===== config.mk =====
export PLATFORM = sky130hd
export DESIGN_NAME = pmu_access_gate
export DESIGN_NICKNAME = d
export VERILOG_FILES = /design/src/rtl/pmu_gate_pkg.sv /design/src/rtl/pmu_gate_decode.sv /design/src/rtl/pmu_gate_mask.sv /design/src/rtl/pmu_gate_regs.sv /design/src/rtl/pmu_access_gate.sv
export SDC_FILE = /design/constraint.sdc
export NUM_CORES = 1
export LEC_CHECK = 0
export ABC_AREA = 1
export BUFFER_PORTS_ARGS = -buffer_cell sky130_fd_sc_hd__buf_2
export CAP_MARGIN = 20
export CORE_MARGIN = 4
export CORE_UTILIZATION = 30
export DETAILED_ROUTE_END_ITERATION = 10
export GPL_ROUTABILITY_DRIVEN = 0
export PLACE_DENSITY_LB_ADDON = 0.25
export SKIP_CTS_REPAIR_TIMING = 1
export SLEW_MARGIN = 10
export SYNTH_ARGS = -nofsm -noshare
export SYNTH_HDL_FRONTEND = slang
export SYNTH_SLANG_ARGS = --single-unit

===== constraint.sdc =====
create_clock -name clk -period 16.7 [get_ports clk]
set_input_delay 0.835 -clock clk [delete_from_list [all_inputs] [get_ports clk]]
set_output_delay 0.835 -clock clk [all_outputs]
set_load 0.03 [all_outputs]

===== src/rtl/pmu_gate_pkg.sv =====
package pmu_gate_pkg;

  typedef enum logic [1:0] {
    FLT_NONE     = 2'b00,
    FLT_FACILITY = 2'b01,
    FLT_HYPERV   = 2'b10
  } fault_e;

  localparam int unsigned FRZ_ALL_BIT   = 31;
  localparam int unsigned ALERT_EN_BIT  = 26;
  localparam int unsigned ALERT_OCC_BIT = 7;
  localparam int unsigned ACC_LO_BIT    = 18;
  localparam int unsigned FRZ_STRIDE    = 9;

endpackage


===== src/rtl/pmu_gate_decode.sv =====
module pmu_gate_decode
  import pmu_gate_pkg::*;
#(
  parameter int REG_W      = 10,
  parameter int NUM_CNT    = 6,
  parameter int EXCL_FIRST = 4,
  parameter int USER_BASE  = 'h040,
  parameter int PRIV_SHIFT = 'h010,
  localparam int NSLOT     = NUM_CNT + 2,
  localparam int SLOT_W    = $clog2(NSLOT)
) (
  input  logic [REG_W-1:0]  req_regnum,
  input  logic              req_write,
  input  logic              req_priv,
  input  logic [1:0]        acc,
  output logic              hit,
  output logic              user_path,
  output logic [SLOT_W-1:0] slot,
  output fault_e            fault
);

  localparam int PRIV_BASE = USER_BASE + PRIV_SHIFT;

  int   rn;
  logic in_user;
  logic in_priv;
  logic excluded;

  always_comb begin
    rn        = int'(req_regnum);
    in_user   = (rn >= USER_BASE) && (rn < USER_BASE + NSLOT);
    in_priv   = (rn >= PRIV_BASE) && (rn < PRIV_BASE + NSLOT);
    slot      = in_priv ? SLOT_W'(rn - PRIV_BASE) : SLOT_W'(rn - USER_BASE);
    hit       = in_user || (in_priv && req_priv);
    user_path = in_user && !req_priv;
    excluded  = (int'(slot) >= EXCL_FIRST) && (int'(slot) < NUM_CNT);
    fault     = FLT_NONE;
    if (user_path) begin
      if (excluded && (acc == 2'b11)) begin
        fault = FLT_FACILITY;
      end else if (req_write) begin
        if (!acc[1]) fault = acc[0] ? FLT_FACILITY : FLT_HYPERV;
      end else if (acc == 2'b01) begin
        fault = FLT_FACILITY;
      end
    end
  end

endmodule


===== src/rtl/pmu_gate_mask.sv =====
module pmu_gate_mask
  import pmu_gate_pkg::*;
#(
  parameter int DATA_W   = 64,
  parameter int NUM_CNT  = 6,
  localparam int NSLOT   = NUM_CNT + 2,
  localparam int SLOT_W  = $clog2(NSLOT)
) (
  input  logic [SLOT_W-1:0] slot,
  input  logic              user_path,
  output logic [DATA_W-1:0] mask
);

  function automatic logic [DATA_W-1:0] ctl0_mask_f();
    logic [DATA_W-1:0] m;
    m = '0;
    m[FRZ_ALL_BIT]   = 1'b1;
    m[ALERT_EN_BIT]  = 1'b1;
    m[ALERT_OCC_BIT] = 1'b1;
    return m;
  endfunction

  function automatic logic [DATA_W-1:0] ctl2_mask_f();
    logic [DATA_W-1:0] m;
    m = '0;
    for (int i = 0; i < NUM_CNT; i++) m[FRZ_STRIDE*i] = 1'b1;
    return m;
  endfunction

  localparam logic [DATA_W-1:0] MASK_CTL0 = ctl0_mask_f();
  localparam logic [DATA_W-1:0] MASK_CTL2 = ctl2_mask_f();

  always_comb begin
    if (!user_path)                        mask = '1;
    else if (slot == SLOT_W'(NUM_CNT))     mask = MASK_CTL0;
    else if (slot == SLOT_W'(NUM_CNT + 1)) mask = MASK_CTL2;
    else                                   mask = '1;
  end

endmodule


===== src/rtl/pmu_gate_regs.sv =====
module pmu_gate_regs
  import pmu_gate_pkg::*;
#(
  parameter int DATA_W  = 64,
  parameter int NUM_CNT = 6,
  localparam int NSLOT  = NUM_CNT + 2,
  localparam int SLOT_W = $clog2(NSLOT)
) (
  input  logic              clk,
  input  logic              rst_n,
  input  logic              wr_en,
  input  logic [SLOT_W-1:0] slot,
  input  logic [DATA_W-1:0] wr_mask,
  input  logic [DATA_W-1:0] wr_data,
  output logic [DATA_W-1:0] rd_raw,
  output logic [1:0]        acc
);

  logic [DATA_W-1:0] regs_q [NSLOT];
  logic [DATA_W-1:0] regs_d [NSLOT];

  for (genvar g = 0; g < NSLOT; g++) begin : g_slot
    logic sel;
    always_comb begin
      sel       = wr_en && (slot == SLOT_W'(g));
      regs_d[g] = sel ? ((regs_q[g] & ~wr_mask) | (wr_data & wr_mask)) : regs_q[g];
    end
    always_ff @(posedge clk or negedge rst_n) begin
      if (!rst_n)   regs_q[g] <= '0;
      else if (sel) regs_q[g] <= regs_d[g];
    end
  end

  always_comb begin
    rd_raw = (int'(slot) < NSLOT) ? regs_q[slot] : '0;
    acc    = regs_q[NUM_CNT][ACC_LO_BIT+1:ACC_LO_BIT];
  end

endmodule


===== src/rtl/pmu_access_gate.sv =====
module pmu_access_gate
  import pmu_gate_pkg::*;
#(
  parameter int DATA_W     = 64,
  parameter int REG_W      = 10,
  parameter int NUM_CNT    = 6,
  parameter int EXCL_FIRST = 4,
  parameter int USER_BASE  = 'h040,
  parameter int PRIV_SHIFT = 'h010
) (
  input  logic              clk,
  input  logic              rst_n,
  input  logic              req_valid,
  input  logic [REG_W-1:0]  req_regnum,
  input  logic              req_write,
  input  logic              req_priv,
  input  logic [DATA_W-1:0] req_wdata,
  output logic              rsp_valid,
  output logic [DATA_W-1:0] rsp_rdata,
  output logic              rsp_grant,
  output logic [1:0]        rsp_fault
);

  localparam int NSLOT  = NUM_CNT + 2;
  localparam int SLOT_W = $clog2(NSLOT);

  logic [1:0]        rst_sync_q;
  logic              rst_int_n;
  logic              hit;
  logic              user_path;
  logic [SLOT_W-1:0] slot;
  fault_e            fault;
  logic [1:0]        ctl_acc;
  logic [DATA_W-1:0] mask;
  logic [DATA_W-1:0] rd_raw;
  logic              wr_en;

  logic              valid_d, grant_d;
  logic [1:0]        fault_d;
  logic [DATA_W-1:0] rdata_d;

  always_ff @(posedge clk or negedge rst_n) begin
    if (!rst_n) rst_sync_q <= '0;
    else        rst_sync_q <= {rst_sync_q[0], 1'b1};
  end
  assign rst_int_n = rst_sync_q[1];

  pmu_gate_decode #(
    .REG_W(REG_W), .NUM_CNT(NUM_CNT), .EXCL_FIRST(EXCL_FIRST),
    .USER_BASE(USER_BASE), .PRIV_SHIFT(PRIV_SHIFT)
  ) u_decode (
    .req_regnum(req_regnum), .req_write(req_write), .req_priv(req_priv),
    .acc(ctl_acc), .hit(hit), .user_path(user_path), .slot(slot), .fault(fault)
  );

  pmu_gate_mask #(.DATA_W(DATA_W), .NUM_CNT(NUM_CNT)) u_mask (
    .slot(slot), .user_path(user_path), .mask(mask)
  );

  pmu_gate_regs #(.DATA_W(DATA_W), .NUM_CNT(NUM_CNT)) u_regs (
    .clk(clk), .rst_n(rst_int_n), .wr_en(wr_en), .slot(slot),
    .wr_mask(mask), .wr_data(req_wdata), .rd_raw(rd_raw), .acc(ctl_acc)
  );

  always_comb begin
    valid_d = req_valid;
    grant_d = req_valid && hit && (fault == FLT_NONE);
    fault_d = (req_valid && hit) ? fault : FLT_NONE;
    wr_en   = grant_d && req_write;
    rdata_d = (grant_d && !req_write) ? (rd_raw & mask) : '0;
  end

  always_ff @(posedge clk or negedge rst_int_n) begin
    if (!rst_int_n) begin
      rsp_valid <= 1'b0;
      rsp_grant <= 1'b0;
      rsp_fault <= FLT_NONE;
      rsp_rdata <= '0;
    end else begin
      rsp_valid <= valid_d;
      rsp_grant <= grant_d;
      rsp_fault <= fault_d;
      rsp_rdata <= rdata_d;
    end
  end

endmodule


==> flow_results.xml, run 1 <==
<?xml version="1.0" encoding="UTF-8"?>
<metrics>
  <group name="routing">
    <metric name="drt-vias-per-instance" unit="">5.11</metric>
    <metric name="total_via_count_in_the_routed_design" unit="">19859</metric>
    <metric name="drt.antenna.violating_nets" unit="">0</metric>
    <metric name="wirelength" unit="um">79800</metric>
    <metric name="remaining_drc_errors" unit="">0</metric>
    <metric name="drt_first_iter_violations" unit="">1954</metric>
    <metric name="avgRoutedWirePerCell" unit="um">20.5</metric>
    <metric name="drt_pre_antenna_iters" unit="">5</metric>
  </group>
  <group name="die">
    <metric name="fp.dieW" unit="um">296</metric>
    <metric name="placeableCoreArea" unit="mm2">0.0821</metric>
    <metric name="fp.dieH" unit="um">296</metric>
    <metric name="rows" unit="">105</metric>
    <metric name="initial_utilization" unit="">0.303</metric>
    <metric name="floorplan.io_pins" unit="">147</metric>
    <metric name="die_area" unit="mm2">0.0876</metric>
  </group>
  <group name="cts">
    <metric name="clk_pin_slew_worst_paths" unit="ns">0.05</metric>
    <metric name="tritoncts_num_sinks" unit="">582</metric>
    <metric name="clock_insertion_delay_worst_skew" unit="ns">0.61</metric>
    <metric name="cts_buffers" unit="">68</metric>
    <metric name="tritoncts" unit="">yes</metric>
    <metric name="h-tree-depth" unit="">3</metric>
    <metric name="cts_buffer_depth" unit="">3</metric>
    <metric name="clock-root-buffer" unit="">clkbuf_16</metric>
  </group>
  <group name="sta">
    <metric name="period_share" unit="">0.267</metric>
    <metric name="fin_tns_setup" unit="ns">0</metric>
    <metric name="hold_ws" unit="ns">0.0330</metric>
    <metric name="timing.final.hold_violations" unit="">0</metric>
    <metric name="timing.clock.skew" unit="ns">0.0309</metric>
    <metric name="report.final.setup_viol" unit="">0</metric>
    <metric name="fmaxAchievable" unit="MHz">224</metric>
    <metric name="max_slew_violation_count" unit="">0</metric>
    <metric name="tightest_slew" unit="ns">1.14</metric>
    <metric name="max_slew_margin" unit="">0.239</metric>
    <metric name="min_period" unit="ns">4.46</metric>
    <metric name="rsz0062_at_grt" unit="">no</metric>
  </group>
  <group name="logic_synthesis">
    <metric name="yosys.cell_types.count" unit="">29</metric>
    <metric name="synthArstFlopShare" unit="">1.00</metric>
    <metric name="postSynthCellCount" unit="">2753</metric>
    <metric name="yosys-top-cells-area" unit="">dfrtp_1, nand2_1, o21ai_1</metric>
    <metric name="ys_top_cells_by_count" unit="">nand2_1, dfrtp_1, o21ai_1</metric>
    <metric name="mean_instance_size_in_the_synthesized_netlist" unit="um2">9.03</metric>
    <metric name="synth_top_area_cell" unit="">dfrtp_1</metric>
    <metric name="synth-seq-cells" unit="">582</metric>
    <metric name="synth-edff-count" unit="">0</metric>
    <metric name="syn-cell-area" unit="mm2">0.0249</metric>
    <metric name="synth_most_common_cell" unit="">nand2_1</metric>
    <metric name="synth_warnings" unit="">0</metric>
    <metric name="synth_top_flop_cell" unit="">dfrtp_1</metric>
    <metric name="mappedNetlistNets" unit="">2832</metric>
    <metric name="share_of_synthesized_area_occupied_by_flip_flops_and_latches" unit="">0.586</metric>
    <metric name="yosys.area.top_type_share" unit="">0.586</metric>
  </group>
  <group name="outcome">
    <metric name="outcome" unit="">completed</metric>
  </group>
  <group name="setup_path">
    <metric name="timing.critical_path.slowest_cell_delay" unit="ns">0.78</metric>
    <metric name="timing.critical_path.arrival" unit="ns">4.93</metric>
    <metric name="timing.critical_path.buf_inv" unit="">6</metric>
    <metric name="crit_family" unit="">buffers and inverters</metric>
    <metric name="timing.critical_path.depth" unit="">14</metric>
    <metric name="type_of_the_worst_setup_path" unit="">input pin to flop</metric>
    <metric name="type_of_element_capturing_the_critical_path" unit="">flop</metric>
    <metric name="reg2regPathDepth" unit="">11</metric>
    <metric name="worst_path_cell_with_the_longest_stage_delay" unit="">buf_4</metric>
    <metric name="start_kind" unit="">input pin</metric>
    <metric name="path_cells" unit="">buf_2, buf_4, inv_2, nand2_1, a21oi_1, nand2_1, nand3_2, nor2_4, buf_4, nand2_4, buf_4, buf_12, nand2_1, o21ai_1</metric>
    <metric name="critical_path.max_fanout" unit="">58</metric>
    <metric name="worst-endpoint-required" unit="ns">17.17</metric>
  </group>
  <group name="finish">
    <metric name="layout_cell_share_with_drive_strength_beyond_1" unit="">0.110</metric>
    <metric name="antenna_cells" unit="">0</metric>
    <metric name="postLayoutCellArea" unit="mm2">0.0282</metric>
    <metric name="area_added_between_synthesis_and_finish" unit="%">13.3</metric>
    <metric name="fillerInstances" unit="">8460</metric>
    <metric name="fin_nets" unit="">2858</metric>
  </group>
  <group name="power_and_ir_drop">
    <metric name="power_density" unit="mW/mm2">108</metric>
    <metric name="irDropWorstVdd" unit="mV">0.0707</metric>
    <metric name="total_leakage_power" unit="uW">0.0137</metric>
    <metric name="fin_total_pwr" unit="uW">3060</metric>
  </group>
  <group name="grt">
    <metric name="grt_pass1_vias" unit="">19601</metric>
    <metric name="grt_antenna_before_repair" unit="">1</metric>
    <metric name="largest_net_degree_at_the_start_of_global_routing" unit="">95</metric>
    <metric name="groute.usage.overall" unit="">0.182</metric>
    <metric name="grt-ovfl-total" unit="">0</metric>
    <metric name="first_pass_grt_wire_length" unit="um">124000</metric>
  </group>
  <group name="job">
    <metric name="drv_cap" unit="">0</metric>
  </group>
  <group name="place">
    <metric name="placedInstanceArea" unit="mm2">0.0260</metric>
    <metric name="placement.io_buffers" unit="">146</metric>
    <metric name="hpwlAfterDp" unit="um">43100</metric>
  </group>
  <group name="min_path">
    <metric name="min_path_type" unit="">input pin to asynchronous set/reset pin</metric>
  </group>
</metrics>
## cell usage in the layout (no fill, tap or decap)
cell type | Yosys | final
clkinvlp_4 | 0 | 1
nand2_4 | 5 | 9
a21oi_1 | 7 | 7
nand2_1 | 726 | 721
a21oi_2 | 1 | 1
inv_6 | 0 | 2
o21ai_0 | 202 | 202
nor2_4 | 2 | 3
bufinv_16 | 0 | 2
inv_1 | 74 | 72
clkbuf_8 | 0 | 12
buf_2 | 70 | 145
nand3_4 | 0 | 2
dfrtp_1 | 582 | 581
nand3_2 | 2 | 2
nor2_1 | 245 | 244
nand4_1 | 119 | 119
buf_16 | 0 | 1
o22a_1 | 1 | 1
inv_2 | 3 | 3
inv_4 | 0 | 1
nor3_1 | 6 | 6
nand3_1 | 60 | 58
o21ai_1 | 309 | 309
buf_4 | 45 | 34
clkinv_2 | 0 | 8
o22ai_1 | 93 | 93
o221ai_1 | 78 | 78
clkbuf_1 | 67 | 17
inv_8 | 0 | 1
conb_1 | 1 | 1
nand2_2 | 0 | 1
buf_12 | 0 | 3
or2_2 | 6 | 6
dfrtp_4 | 0 | 1
o211ai_1 | 2 | 2
clkbuf_16 | 0 | 69
nor2_2 | 1 | 1
nor3_4 | 0 | 1
## cell families after synthesis
| kind of cell | share of synthesized area |
|---|---|
| AND/OR/NAND/NOR | 0.196 |
| AO/OA/AOI/OAI | 0.156 |
| flip-flops | 0.586 |
| buffers and inverters | 0.0620 |
| other | 0.000151 |
## power by group
part / internal [uW] / total [uW] / switching [uW]
registers: 1430 / 1440 / 11.3
logic: 50.4 / 191 / 141
clock network: 840 / 1430 / 589
total: 2320 / 3060 / 741
## routing by layer
metal,wire (um),track usage,vias to the layer above
met1,37700,0.265,9779
met3,4870,0.0291,85
met2,36000,0.285,582
met5,0,0,-
met4,1220,0.0414,0
li1,-,-,9413
## per-stage QoR
step	util	instances	worst slack, ns
2_1_floorplan	-	2753	7.23
3_3_place_gp	0.317	3775	11.70
3_5_place_dp	0.317	3776	11.65
4_1_cts	0.343	3887	12.28
5_1_grt	0.343	3890	11.99
6_report	0.343	3890	12.24
## final cells by class
cell class / instances / area [um2] / share of cell area
multi-input combinational: 1867 / 8840 / 0.313
timing repair buffer: 183 / 1070 / 0.0379
sequential: 582 / 14600 / 0.517
clock buffer: 98 / 1960 / 0.0694
clock inverter: 13 / 131 / 0.00466
tap: 1070 / 1340 / 0.0475
inverter: 77 / 293 / 0.0104
## path summary, 6_finish.rpt
kind | slack, ns | endpoint | start
hold reg to reg | 0.35 | rst_sync_q[1] | rst_sync_q[0]
min in group clk | 0.35 | rsp_valid | req_valid
setup / recovery | 12.24 | flop | req_regnum[1]
max in group asynchronous | 13.50 | rsp_rdata[27] | rst_sync_q[1]
setup reg to reg | 12.86 | flop | flop
hold / removal | 0.03 | rst_sync_q[0] | rst_n
Power figures use the tool's default switching activity.
==> run 2: changes to the inputs <==
==> constraint.sdc (replaced) <==
create_clock -name clk -period 4.14 [get_ports clk]
set_input_delay 0.207 -clock clk [delete_from_list [all_inputs] [get_ports clk]]
set_output_delay 0.207 -clock clk [all_outputs]
set_load 0.03 [all_outputs]
==> run 2 against run 1 <==
Against the previous run: first-iteration DRC count decreased by 10%; utilization increased by 1.2 points; routed wire length increased by 2.1%; die area unchanged; non-clock buffer count increased by 82; power increased to 4.2 times the previous value; worst hold slack improved by 0.086 ns; critical path type unchanged; largest cell class unchanged.
==> flow_results.xml, run 2 (synthesis gave the netlist of run 1 again) <==
<?xml version="1.0" encoding="UTF-8"?>
<metrics>
  <group name="die">
    <metric name="rows" unit="">105</metric>
    <metric name="die_area" unit="mm2">0.0876</metric>
    <metric name="fp.dieW" unit="um">296</metric>
    <metric name="floorplan.io_pins" unit="">147</metric>
    <metric name="placeableCoreArea" unit="mm2">0.0821</metric>
    <metric name="initial_utilization" unit="">0.303</metric>
    <metric name="fp.dieH" unit="um">296</metric>
  </group>
  <group name="routing">
    <metric name="avgRoutedWirePerCell" unit="um">20.5</metric>
    <metric name="drt-vias-per-instance" unit="">5.06</metric>
    <metric name="wirelength" unit="um">81400</metric>
    <metric name="drt_pre_antenna_iters" unit="">6</metric>
    <metric name="drt.antenna.violating_nets" unit="">0</metric>
    <metric name="drt_first_iter_violations" unit="">1758</metric>
    <metric name="remaining_drc_errors" unit="">0</metric>
    <metric name="total_via_count_in_the_routed_design" unit="">20154</metric>
  </group>
  <group name="sta">
    <metric name="fmaxAchievable" unit="MHz">356</metric>
    <metric name="report.final.setup_viol" unit="">0</metric>
    <metric name="tightest_slew" unit="ns">1.01</metric>
    <metric name="max_slew_margin" unit="">0.325</metric>
    <metric name="timing.clock.skew" unit="ns">0.0215</metric>
    <metric name="timing.final.hold_violations" unit="">0</metric>
    <metric name="min_period" unit="ns">2.81</metric>
    <metric name="fin_tns_setup" unit="ns">0</metric>
    <metric name="rsz0062_at_grt" unit="">no</metric>
    <metric name="period_share" unit="">0.678</metric>
    <metric name="max_slew_violation_count" unit="">0</metric>
    <metric name="hold_ws" unit="ns">0.119</metric>
  </group>
  <group name="place">
    <metric name="placement.io_buffers" unit="">146</metric>
    <metric name="dpl.cell_count" unit="">3794</metric>
    <metric name="placedInstanceArea" unit="mm2">0.0263</metric>
    <metric name="hpwlAfterDp" unit="um">45600</metric>
  </group>
  <group name="finish">
    <metric name="finish.cell_count_without_fillers" unit="">3980</metric>
    <metric name="antenna_cells" unit="">0</metric>
    <metric name="area_added_between_synthesis_and_finish" unit="%">17.4</metric>
    <metric name="fin_nets" unit="">2939</metric>
    <metric name="multiInputGateArea" unit="mm2">0.00883</metric>
    <metric name="fillerInstances" unit="">8440</metric>
    <metric name="layout_commonest_cell" unit="">nand2_1</metric>
    <metric name="commonest_non_fill_non_tap_cells_in_the_layout" unit="">nand2_1, dfrtp_1, o21ai_1, nor2_1, o21ai_0</metric>
    <metric name="postLayoutCellArea" unit="mm2">0.0292</metric>
    <metric name="register_area" unit="mm2">0.0146</metric>
    <metric name="layout_cell_share_with_drive_strength_beyond_1" unit="">0.112</metric>
  </group>
  <group name="power_and_ir_drop">
    <metric name="fin_total_pwr" unit="uW">12700</metric>
    <metric name="net-switching-power" unit="uW">3020</metric>
    <metric name="power_density" unit="mW/mm2">434</metric>
    <metric name="total_leakage_power" unit="uW">0.0141</metric>
    <metric name="power.clock.fraction" unit="">0.477</metric>
    <metric name="seq_power_share" unit="">0.457</metric>
    <metric name="irDropWorstVdd" unit="mV">0.279</metric>
    <metric name="power_report.internal_total" unit="uW">9660</metric>
    <metric name="power_frac_comb" unit="">0.066</metric>
    <metric name="netSwitchingFraction" unit="">0.238</metric>
  </group>
  <group name="setup_path">
    <metric name="start_kind" unit="">input pin</metric>
    <metric name="type_of_element_capturing_the_critical_path" unit="">flop</metric>
    <metric name="worst-endpoint-required" unit="ns">4.60</metric>
    <metric name="type_of_the_worst_setup_path" unit="">input pin to flop</metric>
    <metric name="reg2regPathDepth" unit="">9</metric>
    <metric name="critical-path-top-cell-by-count" unit="">buf_4</metric>
    <metric name="timing.critical_path.arrival" unit="ns">3.27</metric>
    <metric name="critical_path.max_fanout" unit="">51</metric>
    <metric name="crit_family" unit="">buffers and inverters</metric>
    <metric name="timing.critical_path.slowest_cell_delay" unit="ns">0.52</metric>
    <metric name="path_cells" unit="">dlygate4sd3_1, buf_2, nand3_1, a21oi_2, nand3_2, nor2_4, buf_4, nand2_4, buf_4, nand2_1, o21ai_1</metric>
    <metric name="worst-r2r-setup-slack" unit="ns">1.37</metric>
    <metric name="worst_path_cell_with_the_longest_stage_delay" unit="">dlygate4sd3_1</metric>
    <metric name="timing.critical_path.buf_inv" unit="">4</metric>
  </group>
  <group name="min_path">
    <metric name="min_path_cells" unit="">6</metric>
    <metric name="min_path_type" unit="">input pin to flop</metric>
    <metric name="hold_path_end" unit="">rsp_fault[1]</metric>
    <metric name="hold_path.startpoint" unit="">req_regnum[7]</metric>
  </group>
  <group name="grt">
    <metric name="grt_antenna_before_repair" unit="">2</metric>
    <metric name="grt-ovfl-total" unit="">0</metric>
    <metric name="grt_pass1_vias" unit="">20030</metric>
    <metric name="first_pass_grt_wire_length" unit="um">125000</metric>
    <metric name="largest_net_degree_at_the_start_of_global_routing" unit="">92</metric>
    <metric name="groute.usage.overall" unit="">0.185</metric>
  </group>
  <group name="cts">
    <metric name="clock_insertion_delay_worst_skew" unit="ns">0.60</metric>
    <metric name="tritoncts" unit="">yes</metric>
    <metric name="tritoncts_num_sinks" unit="">582</metric>
    <metric name="h-tree-depth" unit="">3</metric>
    <metric name="cts_buffers" unit="">67</metric>
    <metric name="clock-root-buffer" unit="">clkbuf_16</metric>
    <metric name="clk_pin_slew_worst_paths" unit="ns">0.06</metric>
    <metric name="cts_buffer_depth" unit="">3</metric>
  </group>
  <group name="outcome">
    <metric name="outcome" unit="">completed</metric>
  </group>
  <group name="job">
    <metric name="drv_cap" unit="">0</metric>
  </group>
</metrics>
run 2: worst max path at each step:
| stage | start | endpoint | depth (start not counted) |
|---|---|---|---|
| global route | req_valid | flop | 11 |
| floorplan | rst_sync_q[1] | asynchronous set/reset pin | 0 |
| finish | req_valid | flop | 11 |
| detailed placement | req_regnum[4] | flop | 11 |
| CTS | flop | flop | 10 |
| global placement | req_regnum[4] | flop | 11 |
run 2: through the flow:
stage | setup WS [ns] | util
final | 1.33 | 0.356
after global routing | 1.14 | 0.356
after CTS | 1.39 | 0.348
after detailed placement | 1.11 | 0.320
after global placement | 1.13 | 0.320
after floorplan | -1.51 | -
run 2: worst reg2reg max path: stages (launching register included):
cell	delay [ns]
dfrtp_1	0.43
a21oi_1	0.10
nand2_1	0.10
nand3_2	0.11
nor2_4	0.41
buf_4	0.43
nand2_4	0.50
buf_4	0.41
nand2_1	0.09
o21ai_1	0.06
run 2: power groups by stage:
stage               logic, uW  clock network, uW  registers (uW)
floorplan                 404                  0            5960
global placement          807                  0            5900
detailed placement        804                  0            5900
CTS                       806               6200            5790
global route              942               6440            5800
finish                    844               6050            5790
run 2: area by class of cell:
| class | count | share of cell area |
|---|---|---|
| multi-input cells | 1867 | 0.302 |
| repair buffers | 265 | 0.0670 |
| well taps | 1070 | 0.0458 |
| flip-flops and latches | 582 | 0.499 |
| inverters | 77 | 0.0100 |
| clock inverters | 11 | 0.00544 |
| clock buffers | 108 | 0.0707 |
run 2: layer usage:
metal / routed length (um) / up-vias / part of all wire / track usage
li1: - / 9571 / - / -
met1: 38100 / 9948 / 0.47 / 0.260
met2: 37200 / 537 / 0.46 / 0.296
met3: 4670 / 94 / 0.057 / 0.0347
met4: 1480 / 4 / 0.018 / 0.0491
met5: 20 / - / 0.00025 / 0
